File: config.mk
export PLATFORM = sky130hd
export DESIGN_NAME = nec_frame_decoder
export DESIGN_NICKNAME = d
export VERILOG_FILES = /design/src/rtl/nec_dec_pkg.sv /design/src/rtl/nec_run_acc.sv /design/src/rtl/nec_bit_collect.sv /design/src/rtl/nec_frame_decoder.sv
export SDC_FILE = /design/constraint.sdc
export NUM_CORES = 1
export LEC_CHECK = 0
export ABC_AREA = 1
export BUFFER_PORTS_ARGS = -buffer_cell sky130_fd_sc_hd__buf_2
export CAP_MARGIN = 20
export CORE_UTILIZATION = 38
export CTS_BUF_LIST = sky130_fd_sc_hd__clkbuf_2
export DETAILED_ROUTE_END_ITERATION = 12
export PLACE_DENSITY = 0.62
export SETUP_SLACK_MARGIN = 0.05
export SKIP_LAST_GASP = 1
export SYNTH_ARGS = -nofsm -noshare
export SYNTH_HDL_FRONTEND = slang
export SYNTH_SLANG_ARGS = --single-unit
File: constraint.sdc
create_clock -name clk -period 2.3 [get_ports clk]
set_input_delay 0.115 -clock clk [delete_from_list [all_inputs] [get_ports clk]]
set_output_delay 0.115 -clock clk [all_outputs]
set_load 0.1 [all_outputs]
File: src/rtl/nec_dec_pkg.sv
package nec_dec_pkg;

    typedef enum logic [2:0] {
        S_HUNT,
        S_GAP,
        S_MARK,
        S_SPACE,
        S_FULL,
        S_FAULT
    } dec_state_t;

    typedef enum logic [2:0] {
        ACC_HOLD,
        ACC_ADD,
        ACC_LOAD,
        ACC_ZERO,
        ACC_CREDIT
    } acc_op_t;

endpackage

File: src/rtl/nec_run_acc.sv
module nec_run_acc
    import nec_dec_pkg::*;
#(
    parameter int LEN_W  = 7,
    parameter int ACC_W  = 8,
    parameter int CREDIT = 80
) (
    input  logic             clk,
    input  logic             rst_n,
    input  acc_op_t          op,
    input  logic [LEN_W-1:0] len,
    output logic [ACC_W-1:0] acc
);
    localparam int SUM_W = ACC_W + 1;
    localparam logic [ACC_W-1:0] CREDIT_V = ACC_W'(CREDIT);

    logic [SUM_W-1:0] inc;
    logic [SUM_W-1:0] sum;

    function automatic logic [ACC_W-1:0] clamp(input logic [SUM_W-1:0] v);
        return v[ACC_W] ? '1 : v[ACC_W-1:0];
    endfunction

    assign inc = SUM_W'(len) + SUM_W'(1);
    assign sum = {1'b0, acc} + inc;

    always_ff @(posedge clk or negedge rst_n) begin
        if (!rst_n) begin
            acc <= CREDIT_V;
        end else begin
            unique case (op)
                ACC_ADD:    acc <= clamp(sum);
                ACC_LOAD:   acc <= clamp(inc);
                ACC_ZERO:   acc <= '0;
                ACC_CREDIT: acc <= CREDIT_V;
                default:    acc <= acc;
            endcase
        end
    end

endmodule

File: src/rtl/nec_bit_collect.sv
module nec_bit_collect #(
    parameter int NBITS = 32
) (
    input  logic             clk,
    input  logic             rst_n,
    input  logic             clear,
    input  logic             push,
    input  logic             bit_in,
    output logic [NBITS-1:0] code,
    output logic             last
);
    localparam int CNT_W = $clog2(NBITS);

    logic [CNT_W-1:0] cnt;

    assign last = (cnt == CNT_W'(NBITS - 1));

    always_ff @(posedge clk or negedge rst_n) begin
        if (!rst_n)     cnt <= '0;
        else if (clear) cnt <= '0;
        else if (push)  cnt <= cnt + CNT_W'(1);
    end

    for (genvar i = 0; i < NBITS; i++) begin : g_bit
        logic b_q;
        always_ff @(posedge clk or negedge rst_n) begin
            if (!rst_n)                             b_q <= 1'b0;
            else if (clear)                         b_q <= 1'b0;
            else if (push && cnt == CNT_W'(i))      b_q <= bit_in;
        end
        assign code[i] = b_q;
    end

endmodule

File: src/rtl/nec_frame_decoder.sv
module nec_frame_decoder
    import nec_dec_pkg::*;
#(
    parameter int LEN_W         = 7,
    parameter int ACC_W         = 8,
    parameter int NBITS         = 32,
    parameter int CREDIT        = 80,
    parameter int LEAD_MARK_MIN = 80,
    parameter int LEAD_GAP_MIN  = 40,
    parameter int MARK_MAX      = 26,
    parameter int SPACE_ONE_MIN = 26,
    parameter int SPACE_MAX     = 53
) (
    input  logic             clk,
    input  logic             rst_n,
    input  logic             sym_valid,
    output logic             sym_ready,
    input  logic [LEN_W:0]   sym_data,
    input  logic             sym_eop,
    output logic             res_strobe,
    output logic [NBITS-1:0] res_code,
    output logic             res_valid
);
    localparam int BYTE_W = NBITS / 4;
    localparam logic [ACC_W-1:0] T_LEAD  = ACC_W'(LEAD_MARK_MIN);
    localparam logic [ACC_W-1:0] T_GAP   = ACC_W'(LEAD_GAP_MIN);
    localparam logic [ACC_W-1:0] T_MARK  = ACC_W'(MARK_MAX);
    localparam logic [ACC_W-1:0] T_ONE   = ACC_W'(SPACE_ONE_MIN);
    localparam logic [ACC_W-1:0] T_SPACE = ACC_W'(SPACE_MAX);

    dec_state_t       st, st_n;
    acc_op_t          op;
    logic [ACC_W-1:0] acc;
    logic [NBITS-1:0] code;
    logic             last, push, bit_v, clr, fin;
    logic             beat, is_mark;
    logic [NBITS-1:0] fin_code;

    function automatic logic cmd_match(input logic [NBITS-1:0] c);
        return (c[2*BYTE_W +: BYTE_W] ^ c[3*BYTE_W +: BYTE_W]) == '1;
    endfunction

    assign sym_ready = 1'b1;
    assign beat      = sym_valid & sym_ready;
    assign is_mark   = sym_data[LEN_W];

    nec_run_acc #(.LEN_W(LEN_W), .ACC_W(ACC_W), .CREDIT(CREDIT)) u_acc (
        .clk(clk), .rst_n(rst_n), .op(op), .len(sym_data[LEN_W-1:0]), .acc(acc)
    );

    nec_bit_collect #(.NBITS(NBITS)) u_bits (
        .clk(clk), .rst_n(rst_n), .clear(clr), .push(push),
        .bit_in(bit_v), .code(code), .last(last)
    );

    // state register
    always_ff @(posedge clk or negedge rst_n) begin
        if (!rst_n) st <= S_HUNT;
        else        st <= st_n;
    end

    // next state and datapath controls
    always_comb begin
        st_n  = st;
        op    = ACC_HOLD;
        push  = 1'b0;
        bit_v = 1'b0;
        clr   = 1'b0;
        fin   = 1'b0;
        if (beat && sym_eop) begin
            st_n = S_HUNT;
            op   = ACC_CREDIT;
            clr  = 1'b1;
            fin  = 1'b1;
        end else if (beat) begin
            unique case (st)
                S_HUNT: begin
                    if (is_mark)          op = ACC_ADD;
                    else if (acc > T_LEAD) begin
                        st_n = S_GAP;
                        op   = ACC_LOAD;
                    end else              op = ACC_ZERO;
                end
                S_GAP: begin
                    if (!is_mark)         op = ACC_ADD;
                    else if (acc > T_GAP) begin
                        st_n = S_MARK;
                        op   = ACC_LOAD;
                    end else              op = ACC_ZERO;
                end
                S_MARK: begin
                    if (is_mark)           op = ACC_ADD;
                    else if (acc > T_MARK) st_n = S_FAULT;
                    else begin
                        st_n = S_SPACE;
                        op   = ACC_LOAD;
                    end
                end
                S_SPACE: begin
                    if (!is_mark)           op = ACC_ADD;
                    else if (acc > T_SPACE) st_n = S_FAULT;
                    else begin
                        push  = 1'b1;
                        bit_v = (acc > T_ONE);
                        st_n  = last ? S_FULL : S_MARK;
                        op    = ACC_LOAD;
                    end
                end
                default: ;
            endcase
        end
    end

    assign fin_code = (st == S_MARK || st == S_SPACE || st == S_FULL) ? code : '1;

    // result outputs
    always_ff @(posedge clk or negedge rst_n) begin
        if (!rst_n) begin
            res_strobe <= 1'b0;
            res_code   <= '0;
            res_valid  <= 1'b0;
        end else begin
            res_strobe <= fin;
            if (fin) begin
                res_code  <= fin_code;
                res_valid <= cmd_match(fin_code);
            end
        end
    end

endmodule

==> metrics.txt <==
Netlist cell types=39; CP required=2.81 ns; Crit path largest cell delay=around 0.52 ns; delay-heaviest family, CP=simple AND/OR/NAND/NOR gates; Final period util=between 90 and 100%; DRT iter0 DRCs=267; count of final setup violators=0; Area growth, synth to finish=13.0%; critical path endpoint category=flop; RR Startpoint=u_acc.acc[6]; Avg WL per Cell=roughly 12 um; vias per cell=between 4 and 5; CP Class=in2reg; crit path cell chain=dlygate4sd3_1, buf_2, ha_1, nand3_1, xor2_1, inv_1, ha_1, nand2_1, or2_2, nand3_1, nand2_1, nand3_1, nand2_1, nand3_1, nand2_1, inv_1; worst slack, placed=approximately 0.11 ns; RR Endpoint=u_acc.acc[6]; Skew-Pair Late Insertion Delay=between 0.5 and 0.6 ns; core area=between 10000 and 15000 um^2; reg2reg setup slack=~0.17 ns; clock root buffer=clkbuf_2; Leak=2.43 nW; VDD IR max=0.362 mV; clock buffer depth=2; CP arrival=approximately 2.7 ns; vias in the first global route=between 3000 and 4000; initial core utilization=39.4%; FF+latch count, synth=82; antenna cells=0; max cap viols=0; pwr dens=~900 nW/um^2; Die Y=approximately 110 um; number of port buffers=45; TNS Setup=0 ns; leading area contributor after synthesis=dfrtp_1; antenna viol nets, final=0; via count=around 4200; Filler Cells Inserted=approximately 1200; H-Tree Depth=3; Reg2Reg Depth=12; Syn Nets=about 670; Pwr Total=approximately 5.0 mW; initial antenna violation count=0; CP max FO=4; first-pass GRT wire length=18600 um; area share of the largest cell type after synthesis=between 40% and 50%; RSZ-0062 raised after global routing=false; DR pass1 iterations=4; cts bufs inserted=9; GRT Overall Usage=17.8%; die area=between 10000 and 15000 um^2; Hold Fails Final Rpt=0; min Tclk post-route=2.14 ns; pin count of the biggest net entering global routing=50; Final #Nets=just over 700; Worst Skew=around 0.019 ns; # rows=40; wirelength, routed=10800 um; routability congestion estimate=between 0.9 and 1; layout cell share with drive strength beyond 1=between 15 and 20%; DRC violations left=0; Syn. warnings=0; clk slew on worst S/H paths=between 0.2 and 0.3 ns; Hold EP=u_acc.acc[2]; Die X=around 110 um; Synth Cell Area=4790 um^2; Mean Syn Cell Area=7.41 um^2; Worst Path Buf+Inv=4; Worst Hold Class=in2reg; setup ws final=between 0.15 and 0.2 ns; worst rel slew slack=58.5%; Worst-Margin Slew=0.622 ns; CTS tree=yes; Ports=47; CTS sink cnt=about 80; CP max stage cell=dlygate4sd3_1; worst hold start=sym_data[2]; CP Launch Type=input port; f_max=~0.47 GHz; Syn Inst Count=646; Slew Viols, Final=0; Seq/Total Area, Yosys=roughly 43%; Hold Crit Depth=6; total gr overflow=0; Final HPWL DP=slightly below 8000 um; synth top area cells=dfrtp_1 (42%), nand2_1 (10%), nand3_1 (7.7%); status=finished clean
[cell usage in the layout (no fill, tap or decap), types with 3 or more instances in the layout]
cell and count:
nand4_1 9, o31ai_1 3, buf_4 19, a21oi_1 29, dlygate4sd3_1 5, o21ai_0 26
buf_2 44, nor2_2 3, inv_6 3, o21ai_1 50, a31oi_1 13, inv_1 85
nand2_1 127, dfrtp_1 78, xnor2_1 3, nor3_1 7, nor2_1 59, nand3_1 74
xor2_1 3, ha_1 14, clkbuf_2 9, a21oi_2 3, nand2_2 5
[sequential cells by signal, summed over array words and instances (netlist names)]
name,cells
res_strobe,1
u_acc.acc,8
u_bits.cnt,5
u_bits.g_bit.b_q,32
res_code,32
st,3
res_valid,1
[Yosys cell counts (all sizes together)]
library cell / n
nor3: 8
o31ai: 3
inv: 88
o22ai: 2
dfrtp: 80
conb: 1
buf: 17
a22oi: 1
o2111ai: 1
nor2: 64
a31oi: 13
nand2: 133
clkinv: 2
nand3: 76
o21a: 1
xor2: 3
fa: 1
dfstp: 2
or2: 2
nand4: 9
a21oi: 33
o21ai: 76
xnor2: 3
clkbuf: 12
ha: 15
[stage by stage]
stage / instances / util (%) / instance area (um^2) / hold WS [ns]
finish: 870 / 44.5 / 5410 / 0.0493
global route: 870 / 44.5 / 5410 / 0.0763
CTS: 863 / 43.8 / 5330 / 0.0117
detailed placement: 842 / 42.6 / 5180 / 0.180
global placement: 842 / 42.6 / 5180 / 0.167
floorplan: 646 / - / 4790 / -0.181
[timing repair]
item                       in CTS  in global routing
setup buffers                   0                  6
setup endpoints to repair       0                  8
resized for setup               0                 10
hold endpoints to repair       84                  0
hold buffers                    5                  0
[logic make-up (layout without fill, tap and decap cells)]
group / after synthesis / in the layout / share of synthesized area, %
simple gates: 292 / 292 / 26.7
flops: 82 / 82 / 42.9
xor+xnor: 6 / 6 / 1.10
fa+ha+maj: 16 / 16 / 4.34
compound gates: 130 / 130 / 14.6
other cells: 1 / 1 / 0.0783
buf+inv: 119 / 175 / 10.3
[per-layer routing]
metal / part of all wire, % / track usage (%)
met1: 51 / 25.6
met2: 44 / 27.2
met3: 3.0 / 2.96
met4: 1.9 / 5.97
met5: 0 / 0
[power breakdown]
group	internal, mW	switching, mW
sequential	1.63	0.174
combinational	0.674	1.76
clock	0.163	0.568
[layout make-up]
class | count | area [um^2] | area share, %
Multi-Input combinational cell | 445 | 2270 | 41.9
Clock buffer | 9 | 45.0 | 0.832
Timing Repair Buffer | 69 | 433 | 8.00
Tap cell | 168 | 210 | 3.88
Inverter | 90 | 340 | 6.29
Clock inverter | 7 | 58.8 | 1.09
Sequential cell | 82 | 2060 | 38.0
[how the worst max path moves through the flow]
stage	slack, ns	to	cells past startpoint	from
after detailed placement	0.11	u_acc.acc[2]	16	sym_data[0]
after CTS	0.14	u_acc.acc[6]	12	st[2]
after global routing	0.04	u_acc.acc[6]	16	sym_data[0]
final	0.16	u_acc.acc[6]	16	sym_data[0]
after global placement	0.16	u_acc.acc[2]	15	sym_data[0]
after floorplan	0.22	u_acc.acc[2]	14	sym_data[0]
[worst reg2reg max path: stages (launching register included)]
cell and delay, ns:
dfstp_2 0.63, inv_1 0.07, nand2_1 0.14, nor2_4 0.06, nand3_1 0.13, nand2_1 0.06
nand2_1 0.07, nand2_2 0.13, nand4_1 0.12, dlygate4sd3_1 0.55, nand3_1 0.06, nand2_1 0.06
inv_1 0.04
Note: power is estimated with default switching activity, not from simulation.
